==> config.mk <==
export PLATFORM = sky130hd
export DESIGN_NAME = pkt_reflector
export DESIGN_NICKNAME = d
export VERILOG_FILES = /design/src/rtl/pkt_reflector.sv
export SDC_FILE = /design/constraint.sdc
export NUM_CORES = 2
export LEC_CHECK = 0
export ABC_AREA = 1
export BUFFER_PORTS_ARGS = -buffer_cell sky130_fd_sc_hd__buf_2
export CAP_MARGIN = 10
export CORE_MARGIN = 4
export CORE_UTILIZATION = 30
export CTS_CLUSTER_SIZE = 30
export DETAILED_ROUTE_END_ITERATION = 8
export GPL_TIMING_DRIVEN = 0
export PLACE_DENSITY = 0.41
export SLEW_MARGIN = 20
export SYNTH_ARGS = -nofsm -noshare
export SYNTH_HDL_FRONTEND = slang
export SYNTH_SLANG_ARGS = --single-unit
==> constraint.sdc <==
create_clock -name clk -period 5.15 [get_ports clk]
set_clock_uncertainty 0.05 [all_clocks]
set_input_delay 0 -clock clk [delete_from_list [all_inputs] [get_ports clk]]
set_output_delay 0 -clock clk [all_outputs]
set_load 0.01 [all_outputs]
==> src/rtl/pkt_reflector.sv <==
module pkt_reflector #(
  parameter int DEPTH = 256,
  parameter int PKTS  = 4,
  parameter int MAXP  = 64
) (
  input  logic       clk,
  input  logic       rst,
  input  logic       in_valid,
  output logic       in_ready,
  input  logic [7:0] in_data,
  input  logic       drain,
  output logic       out_valid,
  input  logic       out_ready,
  output logic [7:0] out_data,
  output logic       out_last,
  output logic       err_len,
  output logic       err_ovf
);
  localparam int HDR = 20;
  localparam int IW  = $clog2(DEPTH);
  localparam int AW  = IW + 1;
  localparam int SW  = $clog2(PKTS + 1);
  localparam logic [4:0] HLAST = 5'(HDR - 1);
  localparam logic [4:0] HLEN  = 5'(HDR - 2);

  logic [7:0]    mem    [DEPTH];
  logic [AW-1:0] starts [1 << SW];
  logic [AW-1:0] top, wptr, rptr, rbeg, rend;
  logic [SW-1:0] sp;
  logic [4:0]    hidx;
  logic          in_pay, keep, rp_act;
  logic [7:0]    lenhi;
  logic [15:0]   rem;

  wire bound = !in_pay && hidx == 5'd0;
  wire go    = !rp_act && drain && bound && sp != '0;
  assign in_ready = !rp_act && !go;
  wire acc = in_valid && in_ready;

  wire [AW-1:0] cur = bound ? top : wptr;
  wire [15:0]   len = {lenhi, in_data};
  wire len_bad = 32'(len) > MAXP;
  wire fits    = 32'(sp) < PKTS && (32'(top) + 32'(len) + HDR) <= DEPTH;
  wire hdr_end = acc && !in_pay && hidx == HLAST;
  wire pay_end = acc && in_pay && rem == 16'd1;
  wire commit  = (hdr_end && len == 16'd0 && fits) || (pay_end && keep);
  wire wr_en   = acc && (in_pay ? keep : 32'(cur) < DEPTH);

  wire [AW-1:0] pos = rptr - rbeg;
  wire [AW-1:0] raddr = (32'(pos) == 1 || 32'(pos) == 2) ? rptr + AW'(2) :
                        (32'(pos) == 3 || 32'(pos) == 4) ? rptr - AW'(2) : rptr;
  assign out_valid = rp_act;
  assign out_data  = mem[raddr[IW-1:0]];
  assign out_last  = rp_act && (rptr + 1'b1 == rend);

  always_ff @(posedge clk) begin
    if (wr_en) mem[cur[IW-1:0]] <= in_data;
    if (commit) starts[sp] <= top;
  end

  always_ff @(posedge clk) begin
    if (rst) begin
      hidx <= '0; in_pay <= 1'b0; keep <= 1'b0; lenhi <= '0; rem <= '0;
      wptr <= '0; top <= '0; sp <= '0; rp_act <= 1'b0;
      rptr <= '0; rbeg <= '0; rend <= '0;
      err_len <= 1'b0; err_ovf <= 1'b0;
    end else begin
      err_len <= 1'b0;
      err_ovf <= 1'b0;
      if (acc) begin
        if (!in_pay) begin
          wptr <= cur + 1'b1;
          if (hidx == HLEN) lenhi <= in_data;
          if (hidx == HLAST) begin
            hidx    <= '0;
            err_len <= len_bad;
            err_ovf <= !len_bad && !fits;
            keep    <= !len_bad && fits;
            in_pay  <= len != 16'd0;
            rem     <= len;
          end else begin
            hidx <= hidx + 1'b1;
          end
        end else begin
          if (keep) wptr <= wptr + 1'b1;
          rem <= rem - 1'b1;
          if (rem == 16'd1) in_pay <= 1'b0;
        end
      end
      if (commit) begin
        sp  <= sp + 1'b1;
        top <= cur + 1'b1;
      end
      if (go) begin
        rp_act <= 1'b1;
        rptr   <= starts[sp - 1'b1];
        rbeg   <= starts[sp - 1'b1];
        rend   <= top;
      end else if (rp_act && out_ready) begin
        if (out_last) begin
          rp_act <= 1'b0;
          top    <= rbeg;
          sp     <= sp - 1'b1;
        end else begin
          rptr <= rptr + 1'b1;
        end
      end
    end
  end
endmodule


; Yosys cells after proc, flatten, opt, wreduce, memory -nomap -nowiden
; Memory sizes are Yosys's and may differ from the RTL's.
; Cells that the tools add are included.
[word_totals]
ram_bits = 2120
word_cells = 117
reg_bits = 82
n_memories = 2
[mem_list]
columns = memory, depth, word_bits, rd, rd_clocked_by_memory_dff, write_ports, line_no
row1 = mem, 256, 8, 1, 0, 1, 26  ; logic [7:0] mem [DEPTH];
row2 = starts, 8, 9, 1, 0, 1, 27  ; logic [AW-1:0] starts [1 << SW];
[op_classes]
n_eq_ne = 10
mux = 30
n_bitwise = 3
reduce_logical = 42
add_sub_neg = 12
n_lt_le_gt_ge = 4
[ops]
columns = operator, count
row1 = 2-to-1 mux 9 bit, 10
row2 = 2-to-1 mux 16 bit, 2
row3 = adder 9 x 1 -> 9 bit (second input constant), 3
row4 = logical AND 1 bit, 19
row5 = adder 17 x 5 -> 18 bit (second input constant), 1
row6 = equality test 9 x 2 -> 1 bit (second input constant), 2
row7 = <= comparator 18 x 9 -> 1 bit (second input constant), 1
row8 = adder 9 x 16 -> 17 bit, 1
row9 = equality test 16 x 1 -> 1 bit (second input constant), 1
row10 = greater-than comparator 16 x 7 -> 1 bit (second input constant), 1
row11 = zero test 16 bit, 1
row12 = 2-to-1 mux 8 bit, 2
row13 = nonzero test 16 bit, 1
row14 = subtractor 16 x 1 -> 16 bit (second input constant), 1
row15 = 2-to-1 mux 3 bit, 4
row16 = 2-to-1 mux 1 bit, 11
row17 = equality test 5 bit (second input constant), 2
row18 = AND reduction 2 bit, 5
row19 = equality test 9 x 1 -> 1 bit (second input constant), 1
row20 = equality test 9 x 3 -> 1 bit (second input constant), 1
row21 = equality test 9 bit, 1
row22 = less-than comparator 9 bit (second input constant), 1
row23 = subtractor 9 bit, 1
row24 = adder 8 x 2 -> 8 bit (second input constant), 1
row25 = other kinds (16), 27

; Longest topological paths before layout
[depth]
ltp_word = 16
ltp_mapped = 29
ltp_nobuf = 25

; Worst setup path after synthesis
; Ideal clock, no wire load.
[synth_path]
kind = register to register
start = reg top[1]
end = mem starts[0][0] (netlist bit) (enable)
path_stages_with_launch = 22
arrival_ps = 3662
n_path_buf = 1
path_slack_ps = 1051
setup_ps = 387
t_required_ps = 4713
synth_period_minus_slack_ps = 4099
path_cell_list = dfxtp_1 ha_1 ha_1 inv_1 fa_1 nand3b_1 nand2_1 nand2_1 nand2_1 a21oi_1 o21ai_1 nand2_1 nand2_1 nand2_1 o21ai_0 nand3_1 nor2_1 nand3_1 nand2_1 buf_4 nand2_1 nor3_1
[synth_between]
elab_chain_len = 8
[synth_rtl]
columns = item, line_no
row1 = from (decl), 28  ; logic [AW-1:0] top, wptr, rptr, rbeg, rend;
row2 = from (signal assigned), 92  ; top <= cur + 1'b1;
row3 = from (signal assigned), 102  ; top <= rbeg;
row4 = adder 9 x 16 -> 17 bit, 43  ; wire fits = 32'(sp) < PKTS && (32'(top) + 32'(len) + HDR) <= DEPTH;
row5 = adder 17 x 5 -> 18 bit, 43
row6 = <= comparator 18 x 9 -> 1 bit, 43
row7 = logical AND 1 bit, 43
row8 = logical AND 1 bit, 46  ; wire commit = (hdr_end && len == 16'd0 && fits) || (pay_end && keep);
row9 = logical OR 1 bit, 46
row10 = 2-to-1 mux 1 bit, 58  ; if (commit) starts[sp] <= top;
row11 = 2-to-1 mux 1 bit (not written as such), 58
row12 = to (decl), 27
; Every way passes these cells.

; Worst setup path after layout
[layout_path]
start = reg rptr[0]
end = out out_data[3]
[layout_between]
elab_chain_len = 6
word_cells_on_any_way = 12
classes_between = add/sub: 3 / eq/ne: 4 / mux: 2 / reduce/logical: 2 / memory: 1
[layout_rtl]
columns = item, line_no
row1 = from (decl), 28
row2 = from (signal assigned), 96  ; rptr <= starts[sp - 1'b1];
row3 = from (signal assigned), 105  ; rptr <= rptr + 1'b1;
row4 = subtractor 9 bit, 49  ; wire [AW-1:0] pos = rptr - rbeg;
row5 = equality test 9 x 2 -> 1 bit / equality test 9 x 3 -> 1 bit (equally long branches), 51  ; (32'(pos) == 3 || 32'(pos) == 4) ? rptr - AW'(2) : rptr;
row6 = logical OR 1 bit, 51
row7 = 2-to-1 mux 8 bit, 51
row8 = 2-to-1 mux 8 bit *, 50  ; wire [AW-1:0] raddr = (32'(pos) == 1 || 32'(pos) == 2) ? rptr + AW'(2) :
row9 = memory (256 x 8 bit) *, n/a
row10 = to (decl), 14  ; output logic [7:0] out_data,
; Every way passes the cells marked *; elsewhere a longest branch is shown, timed or not.

==> results.txt <==
- Cells with a size suffix above 1 make up about a fifth of the layout.
* Area growth syn-to-layout: 22.80%
- Routed wirelength normalized by instance count: ~32 um
* Via count normalized by instance count: between 5 and 6
* CORE AREA: a little over 0.3 sq mm
- Total area of multi-input combinational cells: about 0.028 sq mm
- Main synth FF type: edfxtp_1
- The first detailed-routing pass ran for 6 iterations.
* Largest driver fanout on the critical path: 8
- Max_slew headroom: between 10% and 20%
- Critical path capture point type: primary output
- Area of the die: between 0.3 and 0.4 sq mm
- Maximum number of pins on one net before global-route repair: about 100
- Initial Utilization: between 30% and 40%
* Post-layout min period: a little over 5 ns
- In this run, the combinational gates consume 2.8% of the power.
* Static leakage: 36.71 nW
* Final Cycle Share: 100.5%
- Synthesized area per cell: ~13 sq um
* CP Buf/Inv Count: 8
- Buffers added on ports: 24
- Across all setup checks in the final design, the least slack found is -0.02671 ns.
* Y dimension of the die: 565.4 um
* Syn Std Cell Area: around 0.093 sq mm
* Routed WL: approximately 380 mm
* Kind of path behind the tightest hold check: in -> reg
- The floorplan has roughly 200 rows.
- Aggregate negative setup slack: -0.03903 ns
- Number of levels the H-tree was split into: 5
- Setup violations, final: 2
- Sequential cell area fraction in the yosys report: 70.06%
- Drt initial violations: ~7.3k
* Critical path required time: between 5 and 6 ns
- Fin cells: about 12k
- Slew Limit Fails: 0
* Sequential Power Share: 51.0%
- Leaving out fill and tap cells, the most frequent cells in the layout are edfxtp_1 (2120), nand3_1 (1143), mux2i_1 (784).
- Net switching component of the power: around 0.0086 W
- The worst-case IR drop observed on VDD is approximately 0.00023 V.
- The initial antenna violation count was 14.
- Clock power share: ~46%
- Number of register bits inferred by synthesis: approximately 2.2k
* Net total in the final layout: around 7.8k
* Total gr overflow: 0
* Post-DRT Antenna Nets: 0
- Routability-driven placement finished with a final weighted congestion of about 0.93.
* Total half-perimeter wirelength after legalization and detailed placement: between 200 and 300 mm
- Maximum clock frequency: about 190 MHz
- RSZ-0062 raised after global routing: true
- After clock tree synthesis, the clock-pin slew on the worst setup and hold paths is roughly 0.06 ns.
- Most common library cell in the layout ignoring fill and taps: edfxtp_1
- Sort of element at the start of the critical path: register
- CTS buffer count: roughly 260
- Hold Vio Cnt, Final: 0
- Post-Synthesis Cells: 7259
* Violated checks: setup timing
- Number of enable flip-flop cells after synthesis: about 2.1k
* Outcome: finished with violations
* Die extent in x: ~570 um
- The layout has ~30k filler cells.
* Clk sinks: between 2k and 2.5k
- Largest delay contributor family on the critical path: simple AND/OR/NAND/NOR gates
- WP data arrival: approximately 5 ns
- For this run, asynchronously set or reset flops after synthesis account for 0%.
* Global-route wire length before repair: around 520 mm
- Max clock buf depth: 4
- Critical-path cell with the highest stage delay: fa_2
- Across the run, the number of max-cap violations was 0.
- In the global route stage, overall resource usage came out at about a quarter.
- TritonCTS built the clock tree.
- The root buffer cell chosen for the clock tree is clkbuf_16.
- Type of the setup path with the least slack: reg -> out
- Yosys Warn Count: 0
- The number of different library cells used by synthesis comes to between 50 and 60.
- Of the total power, the share spent switching nets is between 20% and 30%.
- Synthesis produced a netlist with a net count of approximately 7.3k.
- For this design the ratio of total power to cell area is ~340 mW/mm^2.
- Footprint of the flip-flops and latches: 0.06532 sq mm
- Top Ports: 26
* Via count of the first global-routing pass: 61.59k
- Clk Latency, worst-skew pair: between 0.8 and 0.9 ns
- The detailed router placed 63.44k vias in this run.
- In this design, the stage delay of the slowest critical-path cell is about 0.52 ns.
* Total DRC errors in the routed layout: 0
- After detailed placement, the design holds a cell count of around 11k.
- At the pin with the least slew margin, the transition time is between 1 and 1.5 ns.
- Internal power comes to 0.02999 W.
## path summary, 6_finish.rpt
check                       startpoint                     to  slack [ns]  depth (start not counted)
hold reg to reg   wptr[3]$_SDFFE_PP0P_   wptr[3]$_SDFFE_PP0P_        0.43                          2
setup reg to reg  hidx[0]$_SDFFE_PP0P_  mem[193][3]$_DFFE_PP_        0.16                         10
hold / removal              in_data[4]  mem[170][4]$_DFFE_PP_       0.002                          5
setup / recovery  rptr[0]$_SDFFE_PP0P_            out_data[3]       -0.03                         27
## stage by stage
step | instance area [sq um] | hold slack [ns] | util, % | total power, W | worst slack [ns]
floorplan | 93210 | 0.04887 | - | 0.02028 | 1.051
global placement | 98490 | 0.3673 | 31.86 | 0.02101 | -5.352
detailed placement | 100200 | 0.3631 | 32.40 | 0.02104 | -2.056
CTS | 113100 | 0.007967 | 36.59 | 0.03881 | -0.4591
global route | 114500 | 0.006384 | 37.03 | 0.03959 | -0.1435
finish | 114500 | 0.002097 | 37.03 | 0.03854 | -0.02671
## worst register-to-register path, cell delays in order (launching register included)
cell	delay, ns
dfxtp_1	0.34
inv_1	0.10
ha_1	0.17
nand4_2	0.28
o21ai_0	0.83
inv_1	0.24
nor2_1	0.40
nand2_2	0.58
clkbuf_2	0.54
buf_16	0.29
nor2_1	0.80
## Yosys cell counts, types with 3 or more instances
master	n	area, sq um
o21ai_1	59	295.3
edfxtp_1	2120	63660
nor4_1	4	25.02
ha_1	42	525.5
inv_2	11	41.29
a211oi_1	7	52.55
mux2i_1	784	7848
o22ai_1	11	68.82
nand3_1	1510	7557
xnor2_1	9	78.83
buf_2	214	1071
buf_4	46	345.3
dfxtp_1	82	1642
a21oi_1	66	330.3
xor2_1	21	183.9
inv_1	152	570.6
nor2_2	4	25.02
buf_6	4	45.04
nor2_1	743	2789
clkinv_1	3	11.26
nand4_1	75	469.2
o21ai_0	235	1176
o221ai_1	10	87.58
clkbuf_1	216	810.8
buf_1	5	18.77
o211ai_1	10	75.07
xor2_2	3	48.80
nand2_1	726	2725
a31oi_1	12	75.07
o21ai_2	3	26.28
or2_2	6	37.54
nand2_2	4	25.02
nor3_1	32	160.2
## cell families (layout without fill, tap and decap cells)
logic type / Yosys count / after routing / share of synthesized area (%)
DFF: 2202 / 2202 / 70.06
AOI/OAI and AO/OA: 426 / 426 / 2.471
buffers and inverters: 651 / 1281 / 3.126
other: 0 / 4 / 0
adders and majority gates: 44 / 44 / 0.6067
muxes: 784 / 784 / 8.419
xor gates and xnor gates: 33 / 33 / 0.3342
and+or+nand+nor: 3119 / 3121 / 14.98
## state kept, by name, indices dropped and copies added, names as in the netlist, 5 cells and up
| signal | flops |
|---|---|
| rend | 9 |
| hidx | 5 |
| top | 9 |
| mem | 2048 |
| rbeg | 9 |
| wptr | 9 |
| starts | 72 |
| rem | 16 |
| lenhi | 8 |
| rptr | 9 |
## layer usage
metal	track usage, %	wire (um)
met1	32.33	167700
met2	37.30	176800
met3	3.222	23840
met4	8.165	15020
met5	0	27
## cell type report
type / instances / share of cell area [%]
clock buffers: 331 / 6.075
plain buffers: 481 / 3.432
repair buffers: 175 / 2.540
flip-flops and latches: 2202 / 57.06
well taps: 4120 / 4.504
inverters: 166 / 0.5662
clock inverters: 128 / 0.9434
multi-input cells: 4408 / 24.87
diodes: 4 / 0.008745
## power groups by stage
stage | Combinational (W) | Clock (W) | Sequential, W
3_5_place_dp | 0.000993 | 0 | 0.0200
5_1_grt | 0.00113 | 0.0188 | 0.0197
3_3_place_gp | 0.000868 | 0 | 0.0201
2_1_floorplan | 0.000235 | 0 | 0.0200
6_report | 0.00109 | 0.0178 | 0.0197
4_1_cts | 0.00105 | 0.0181 | 0.0197
## timing repair
| item | CTS | global route |
|---|---|---|
| hold buffers | 20 | 2 |
| endpoints found under the hold margin | 1612 | 17 |
| pin swaps | 98 | 52 |
| setup endpoints to repair | 1860 | 1888 |
| gates cloned | 13 | 3 |
| gates resized for setup | 954 | 299 |
| buffers inserted | 43 | 10 |
Note: power is estimated with default switching activity, not from simulation.
